$ cat src/rtl/pixel_ts_pkg.sv
package pixel_ts_pkg;

   // Write-side decision made once per cycle
   typedef enum logic [1:0] {
      OP_IDLE  = 2'd0,
      OP_STORE = 2'd1,
      OP_DROP  = 2'd2,
      OP_CLEAR = 2'd3
   } rec_op_e;

   localparam int unsigned MAX_DEPTH       = 16;
   localparam int unsigned MAX_SYNC_STAGES = 4;

endpackage

$ cat src/rtl/pts_hit_edge.sv
module pts_hit_edge #(
   parameter int unsigned SYNC_STAGES = 0
) (
   input  logic clk,
   input  logic rst_n,
   input  logic hit_raw,
   output logic hit_rise
);

   logic hit_staged;
   logic hit_prev;

   generate
      if (SYNC_STAGES == 0) begin : g_direct
         assign hit_staged = hit_raw;
      end else begin : g_sync
         logic [SYNC_STAGES-1:0] chain;
         always_ff @(posedge clk or negedge rst_n) begin
            if (!rst_n) begin
               chain <= '0;
            end else begin
               chain <= {chain[SYNC_STAGES-1:0] , hit_raw} >> 0;
            end
         end
         assign hit_staged = chain[SYNC_STAGES-1];
      end
   endgenerate

   always_ff @(posedge clk or negedge rst_n) begin
      if (!rst_n) begin
         hit_prev <= 1'b0;
      end else begin
         hit_prev <= hit_staged;
      end
   end

   assign hit_rise = hit_staged & ~hit_prev;

endmodule

$ cat src/rtl/pts_cell_bank.sv
module pts_cell_bank #(
   parameter int unsigned TS_W  = 14,
   parameter int unsigned DEPTH = 2,
   parameter int unsigned CNT_W = 2
) (
   input  logic             clk,
   input  logic             rst_n,
   input  logic             wr_en,
   input  logic [CNT_W-1:0] wr_idx,
   input  logic [TS_W-1:0]  wr_ts,
   input  logic [CNT_W-1:0] rd_idx,
   output logic [TS_W-1:0]  rd_ts
);

   logic [TS_W-1:0] cells [DEPTH];

   generate
      for (genvar i = 0; i < DEPTH; i++) begin : g_cell
         always_ff @(posedge clk or negedge rst_n) begin
            if (!rst_n) begin
               cells[i] <= '0;
            end else if (wr_en && (wr_idx == CNT_W'(i))) begin
               cells[i] <= wr_ts;
            end
         end
      end
   endgenerate

   always_comb begin
      rd_ts = '0;
      for (int i = 0; i < DEPTH; i++) begin
         if (rd_idx == CNT_W'(i)) begin
            rd_ts = cells[i];
         end
      end
   end

endmodule

$ cat src/rtl/pts_read_seq.sv
module pts_read_seq #(
   parameter int unsigned CNT_W = 2
) (
   input  logic             clk,
   input  logic             rst_n,
   input  logic             clr,
   input  logic             rd_mode,
   input  logic             rd_adv,
   input  logic [CNT_W-1:0] stored_cnt,
   output logic [CNT_W-1:0] rd_idx,
   output logic             rd_valid,
   output logic             empty
);

   logic [CNT_W-1:0] rd_pos;
   logic             pending;

   assign pending = (rd_pos < stored_cnt);

   always_ff @(posedge clk or negedge rst_n) begin
      if (!rst_n) begin
         rd_pos <= '0;
      end else if (clr) begin
         rd_pos <= '0;
      end else if (rd_mode && rd_adv && pending) begin
         rd_pos <= rd_pos + CNT_W'(1);
      end
   end

   assign rd_idx   = rd_pos;
   assign rd_valid = rd_mode & pending;
   assign empty    = rd_mode & ~pending;

endmodule

$ cat src/rtl/pixel_ts_recorder.sv
module pixel_ts_recorder
   import pixel_ts_pkg::*;
#(
   parameter int unsigned TS_W        = 14,
   parameter int unsigned DEPTH       = 2,
   parameter int unsigned SYNC_STAGES = 0,
   localparam int unsigned CNT_W      = $clog2(DEPTH + 1)
) (
   input  logic             clk,
   input  logic             rst_n,
   input  logic [TS_W-1:0]  ts_bus,
   input  logic             hit_in,
   input  logic             train_clr,
   input  logic             rd_mode,
   input  logic             rd_adv,
   output logic [TS_W-1:0]  rd_data,
   output logic             rd_valid,
   output logic             empty,
   output logic             overflow,
   output logic [CNT_W-1:0] stored_cnt
);

   localparam logic [CNT_W-1:0] FULL_CNT = CNT_W'(DEPTH);

   generate
      if (TS_W < 1) begin : g_bad_ts_w
         $error("pixel_ts_recorder: TS_W must be at least 1");
      end
      if (DEPTH < 1 || DEPTH > MAX_DEPTH) begin : g_bad_depth
         $error("pixel_ts_recorder: DEPTH out of range");
      end
      if (SYNC_STAGES > MAX_SYNC_STAGES) begin : g_bad_sync
         $error("pixel_ts_recorder: SYNC_STAGES out of range");
      end
   endgenerate

   logic             hit_rise;
   rec_op_e          op;
   logic [CNT_W-1:0] wr_cnt;
   logic             ovf_q;
   logic [CNT_W-1:0] rd_idx;
   logic [TS_W-1:0]  bank_ts;
   logic             seq_valid;

   pts_hit_edge #(
      .SYNC_STAGES(SYNC_STAGES)
   ) u_edge (
      .clk     (clk),
      .rst_n   (rst_n),
      .hit_raw (hit_in),
      .hit_rise(hit_rise)
   );

   // Clear wins; hits are only taken outside readout
   always_comb begin
      op = OP_IDLE;
      if (train_clr) begin
         op = OP_CLEAR;
      end else if (hit_rise && !rd_mode) begin
         op = (wr_cnt == FULL_CNT) ? OP_DROP : OP_STORE;
      end
   end

   always_ff @(posedge clk or negedge rst_n) begin
      if (!rst_n) begin
         wr_cnt <= '0;
         ovf_q  <= 1'b0;
      end else begin
         unique case (op)
            OP_CLEAR: begin
               wr_cnt <= '0;
               ovf_q  <= 1'b0;
            end
            OP_STORE: wr_cnt <= wr_cnt + CNT_W'(1);
            OP_DROP:  ovf_q  <= 1'b1;
            default:  ;
         endcase
      end
   end

   pts_cell_bank #(
      .TS_W (TS_W),
      .DEPTH(DEPTH),
      .CNT_W(CNT_W)
   ) u_bank (
      .clk   (clk),
      .rst_n (rst_n),
      .wr_en (op == OP_STORE),
      .wr_idx(wr_cnt),
      .wr_ts (ts_bus),
      .rd_idx(rd_idx),
      .rd_ts (bank_ts)
   );

   pts_read_seq #(
      .CNT_W(CNT_W)
   ) u_rdseq (
      .clk       (clk),
      .rst_n     (rst_n),
      .clr       (train_clr),
      .rd_mode   (rd_mode),
      .rd_adv    (rd_adv),
      .stored_cnt(wr_cnt),
      .rd_idx    (rd_idx),
      .rd_valid  (seq_valid),
      .empty     (empty)
   );

   assign rd_data    = seq_valid ? bank_ts : '0;
   assign rd_valid   = seq_valid;
   assign overflow   = ovf_q;
   assign stored_cnt = wr_cnt;

endmodule

$ cat config.mk
export PLATFORM = sky130hd
export DESIGN_NAME = pixel_ts_recorder
export DESIGN_NICKNAME = d
export VERILOG_FILES = /design/src/rtl/pixel_ts_pkg.sv /design/src/rtl/pts_hit_edge.sv /design/src/rtl/pts_cell_bank.sv /design/src/rtl/pts_read_seq.sv /design/src/rtl/pixel_ts_recorder.sv
export SDC_FILE = /design/constraint.sdc
export NUM_CORES = 1
export LEC_CHECK = 0
export BUFFER_PORTS_ARGS = -buffer_cell sky130_fd_sc_hd__buf_2
export CAP_MARGIN = 5
export CORE_MARGIN = 3
export CORE_UTILIZATION = 35
export DETAILED_ROUTE_END_ITERATION = 12
export GPL_TIMING_DRIVEN = 0
export PLACE_DENSITY = 0.57
export SLEW_MARGIN = 20
export SYNTH_ARGS = -nofsm -noshare
export SYNTH_HDL_FRONTEND = slang
export SYNTH_SLANG_ARGS = --single-unit
$ cat constraint.sdc
create_clock -name clk -period 5.8 [get_ports clk]
set_input_delay 1.74 -clock clk [delete_from_list [all_inputs] [get_ports clk]]
set_output_delay 1.74 -clock clk [all_outputs]
set_load 0.05 [all_outputs]
Word-level counts from Yosys, hierarchy flattened
Index checks and enable logic that the tools add are counted.
{"block": "totals", "ff_bits": 34, "latchBits": 0, "ramBits": 0, "mem_bits_ro": 0, "input_bits": 20, "output_inout_bits": 19, "word_cells": 41, "n_memories": 0}
{"block": "op_classes", "n_addsub": 2, "mul": 0, "div": 0, "n_lt_le_gt_ge": 1, "eq_ne": 6, "shifts": 0, "mux": 10, "n_bitwise": 5, "n_reduce_logical": 11}
{"op": "2-to-1 mux 14 bit", "count": 3}
{"op": "2-to-1 mux 2 bit", "count": 5}
{"op": "equality test 2 x 1 -> 1 bit, second input constant", "count": 3}
{"op": "equality test 2 bit, second input constant", "count": 3}
{"op": "nonzero test 2 bit", "count": 3}
{"op": "logical AND 1 bit", "count": 5}
{"op": "adder 2 x 1 -> 2 bit, second input constant", "count": 2}
{"op": "zero test 2 bit", "count": 2}
{"op": "one-hot mux 2 bit (2 select lines)", "count": 1}
{"op": "bitwise AND 1 bit", "count": 3}
{"op": "less-than comparator 2 bit", "count": 1}
{"op": "inverter 1 bit", "count": 2}
{"op": "one-hot mux 1 bit (2 select lines)", "count": 1}
{"op": "zero test 1 bit", "count": 1}

Depth between registers and ports, before layout
{"block": "logic_depth", "depth_word": 7, "ltp_mapped": 6, "ltp_nobuf": 5}

By module
A second synthesis with hierarchy kept.
{"block": "unflattened", "cells_unflattened": 141, "area_unflattened_um2": 1747.9}
{"mod": "pts_cell_bank", "instances": 1, "cells_per_inst": 91, "area_each_um2": 1282.5, "seq_area_each_um2": 700.7}
{"mod": "pixel_ts_recorder", "instances": 1, "cells_per_inst": 31, "area_each_um2": 266.5, "seq_area_each_um2": 75.1}
{"mod": "pts_read_seq", "instances": 1, "cells_per_inst": 17, "area_each_um2": 160.2, "seq_area_each_um2": 50.0}
{"mod": "pts_hit_edge", "instances": 1, "cells_per_inst": 2, "area_each_um2": 38.8, "seq_area_each_um2": 25.0}

Least setup slack after synthesis
OpenSTA, ideal clock, no wires.
{"block": "synth_path", "path_type": "input to output", "from": "input port rd_mode", "to": "output port rd_data[10]", "arrival_ns": 3.073, "required_time_ns": 4.060, "path_slack_ns": 0.987, "path_stages": 4, "n_path_buf": 1, "cell_sequence": "inv_1 a211o_1 clkbuf_1 a21oi_1"}
{"block": "synth_via", "elab_chain_cells": 2}
{"element": "from (decl)", "line_no": "pixel_ts_recorder.sv:14", "text": "input logic rd_mode,"}
{"element": "bitwise AND 1 bit", "line_no": "pts_read_seq.sv:31", "text": "assign rd_valid = rd_mode & pending;"}
{"element": "2-to-1 mux 14 bit", "line_no": "pixel_ts_recorder.sv:109", "text": "assign rd_data = seq_valid ? bank_ts : '0;"}
{"element": "to (decl)", "line_no": "pixel_ts_recorder.sv:16", "text": "output logic [TS_W-1:0] rd_data,"}
No other way between the ends.

Worst setup path in the final report
{"block": "layout_path", "from": "input port rd_mode", "to": "output port rd_data[8]"}
Same word-level chain as after synthesis.

==> results.md <==
- Worst path max stage delay: 0.37 ns
- Layout cell share with drive strength beyond 1: 41.27%
- Routed WL per cell: 15.16 µm
- Synthesis warning total: 0
- Clock Sinks: 34
- Critical Path, Cell by Cell: buf_2 -> inv_1 -> a211o_1 -> clkbuf_1 -> a21oi_1 -> buf_2
- Post-CTS Setup Inserts: 0
- Sequential share of the synthesized area: 47.52%
- R2R Path Start: stored_cnt[0]
- WP data required: 4.06 ns
- Worst Reg2Reg Path Length in Cells: 6
- Status: complete, no violations
- Final Max Slew Viols: 0
- Hold Crit Endpoint: overflow
- Synth Cell Area: 1790 µm²
- Sum Neg Setup Slack: 0 ns
- Finished Layout Cells: 256
- I/O pins: 39
- H-Tree Depth: 2
- Num CTS Buffers: 5
- Clock skew: 0.006123 ns
- CTS tree: built
- Synthesized net count: 171
- CP Max Fanout: 10
- Final #Nets: 215
- Hold Crit Class: reg2reg
- # setup viols final: 0
- Drt via density: 4.781
- DR pass1 iterations: 4
- Core box area: 4848 µm²
- Multi-input logic area: 875.8 µm²
- Max VDD drop: 97.28 µV
- Initial antenna violation count: 0
- GRT Overall Usage: 13.89%
- Syn-to-layout area delta: 19.43%
- Fin crit share: 83.91%
- Post-DRT Antenna Nets: 0
- Setup Crit Path Kind: in2out
- Cells after synthesis: 145
- Fin util: 44.10%
- CTS clk-pin slew, worst paths: 0.07 ns
- First-pass GRT wire length: 6.582 mm
- Fmax: 205.5 MHz
- FP Rows: 25
- Final hold violation count: 0
- # DRC: 0
- Dpl cells: 249
- Max Cap Viol: 0
- Min-delay src: overflow
- Synthesized flop and latch total: 34
- Initial drt markers: 41
- Total Wirelength: 3.880 mm
- Starting Density: 36.93%
- Die W: 77.53 µm
- Distinct cells, synth: 19
- Hold-fix buffers at CTS: 0
- Worst hold slack: 0.4983 ns
- Mean area per synthesized cell: 12.35 µm²
- Measured slew at the worst slew-check pin: 0.8007 ns
- Post-layout total power: 585.6 µW
- N_diodes: 0
- Leakage power: 0.001103 µW
- RSZ-0062 raised after global routing: false
- GR Overflow Total: 0
- Final HPWL DP: 2.746 mm
- Max Root-Sink Buffers: 2
- CP endpoint kind: primary output
- Critical path data arrival time: 3.13 ns
- Relative max-transition margin: 46.62%
- R2R setup slack: 3.65 ns
- Worst path slowest cell: a211o_1
- Most frequent CP cell: buf_2
- Fill cells: 464
- Die footprint: 6010 µm²
- Clock latency on the worst-skew pair: 0.28 ns
- Via count: 1224
- Pin count of the biggest net entering global routing: 35
- Hold depth: 2
- Clock root buffer: clkbuf_8
- Min cycle time layout: 4.867 ns
- Vias in the first global route: 1303
- RePlAce Congestion: 0.7579
- Sequential cell area: 850.8 µm²
- Reg-to-Reg End: u_bank.cells[14]
- PortBufs: 37
- Gates resized, CTS repair: 0
- Worst setup SP type: input port
- PD cells: 273.9 nW/µm²
- Die Ht: 77.53 µm
## kinds of logic (layout without fill, tap and decap cells)
group | Yosys count | count (layout) | share of synthesized area [%]
buffers and inverters | 13 | 57 | 3.564
multiplexers | 31 | 31 | 23.55
AND/OR/NAND/NOR | 42 | 42 | 15.30
adder cells (fa/ha/maj) | 6 | 6 | 4.193
flip-flops | 34 | 34 | 47.52
AO/OA/AOI/OAI | 18 | 18 | 5.381
XOR/XNOR | 1 | 1 | 0.4893
## state kept, by name, summed over array words and instances, names as in the netlist
register	flops
u_bank.cells	28
overflow	1
stored_cnt	2
u_edge.hit_prev	1
u_rdseq.rd_idx	2
## cell type report
type | instances | share of cell area (%)
Clock buffer | 5 | 3.218
Inverter | 6 | 1.053
Sequential cell | 34 | 39.79
Tap cell | 67 | 3.920
Timing Repair Buffer | 37 | 8.660
Clock inverter | 2 | 0.4681
Buffer | 7 | 1.931
Multi-Input combinational cell | 98 | 40.96
## layout by cell type, fill, tap and decap left out, drive strengths merged
master	netlist	layout
a211o	1	1
a211oi	1	1
a21oi	16	16
buf	2	39
clkbuf	5	10
clkinv	0	2
dfrtp	34	34
ha	6	6
inv	6	6
mux2	29	29
mux2i	2	2
nand2	15	15
nand2b	3	3
nand3b	16	16
nor2	6	6
nor3b	1	1
nor4b	1	1
xnor2	1	1
## where the power goes
part	leakage [µW]	total (µW)	switching, µW	internal, µW
Sequential	0.000437	300	23.5	277
Combinational	0.000622	120	53.9	66.5
Clock	0.0000438	165	84.2	80.5
Total	0.00110	586	162	424
## stage by stage
step	setup WS (ns)	area (µm²)
floorplan	0.9870	1790
CTS	0.9087	2138
global route	0.8305	2138
detailed placement	0.9326	2059
finish	0.9331	2138
global placement	0.9687	2059
## critical path: cells and delay by family
| kind | cells | cell delay (ns) |
|---|---|---|
| compound gates | 2 | 0.60 |
| buf+inv | 4 | 0.78 |
## per-layer routing
metal | GRT usage (%) | wire, µm | up-vias
met4 | 4.270 | 41 | 0
li1 | - | - | 584
met2 | 21.24 | 1751 | 32
met3 | 4.176 | 193 | 5
met5 | 0 | 0 | -
met1 | 18.90 | 1893 | 603
## synthesized netlist by cell type
library cell | count | area (µm²)
a21oi_1 | 16 | 80.08
nor2_1 | 6 | 22.52
dfrtp_1 | 34 | 850.8
clkbuf_1 | 5 | 18.77
ha_1 | 6 | 75.07
nand2b_1 | 3 | 18.77
xnor2_1 | 1 | 8.760
a211o_1 | 1 | 8.760
nor3b_1 | 1 | 7.510
nand3b_1 | 14 | 105.1
mux2_4 | 20 | 300.3
a211oi_1 | 1 | 7.510
mux2i_1 | 2 | 20.02
nand3b_4 | 2 | 40.04
buf_6 | 2 | 22.52
nand2_1 | 15 | 56.30
mux2_2 | 9 | 101.4
inv_1 | 6 | 22.52
nor4b_4 | 1 | 23.77
## worst max-delay path by stage
stage	start	end	slack, ns	cells past startpoint
floorplan	rd_mode	rd_data[10]	0.99	4
global route	rd_mode	rd_data[11]	0.83	6
finish	rd_mode	rd_data[8]	0.93	6
CTS	rd_mode	rd_data[8]	0.91	6
detailed placement	rd_mode	rd_data[8]	0.93	6
global placement	rd_mode	rd_data[8]	0.97	6
Power figures use the tool's default switching activity.
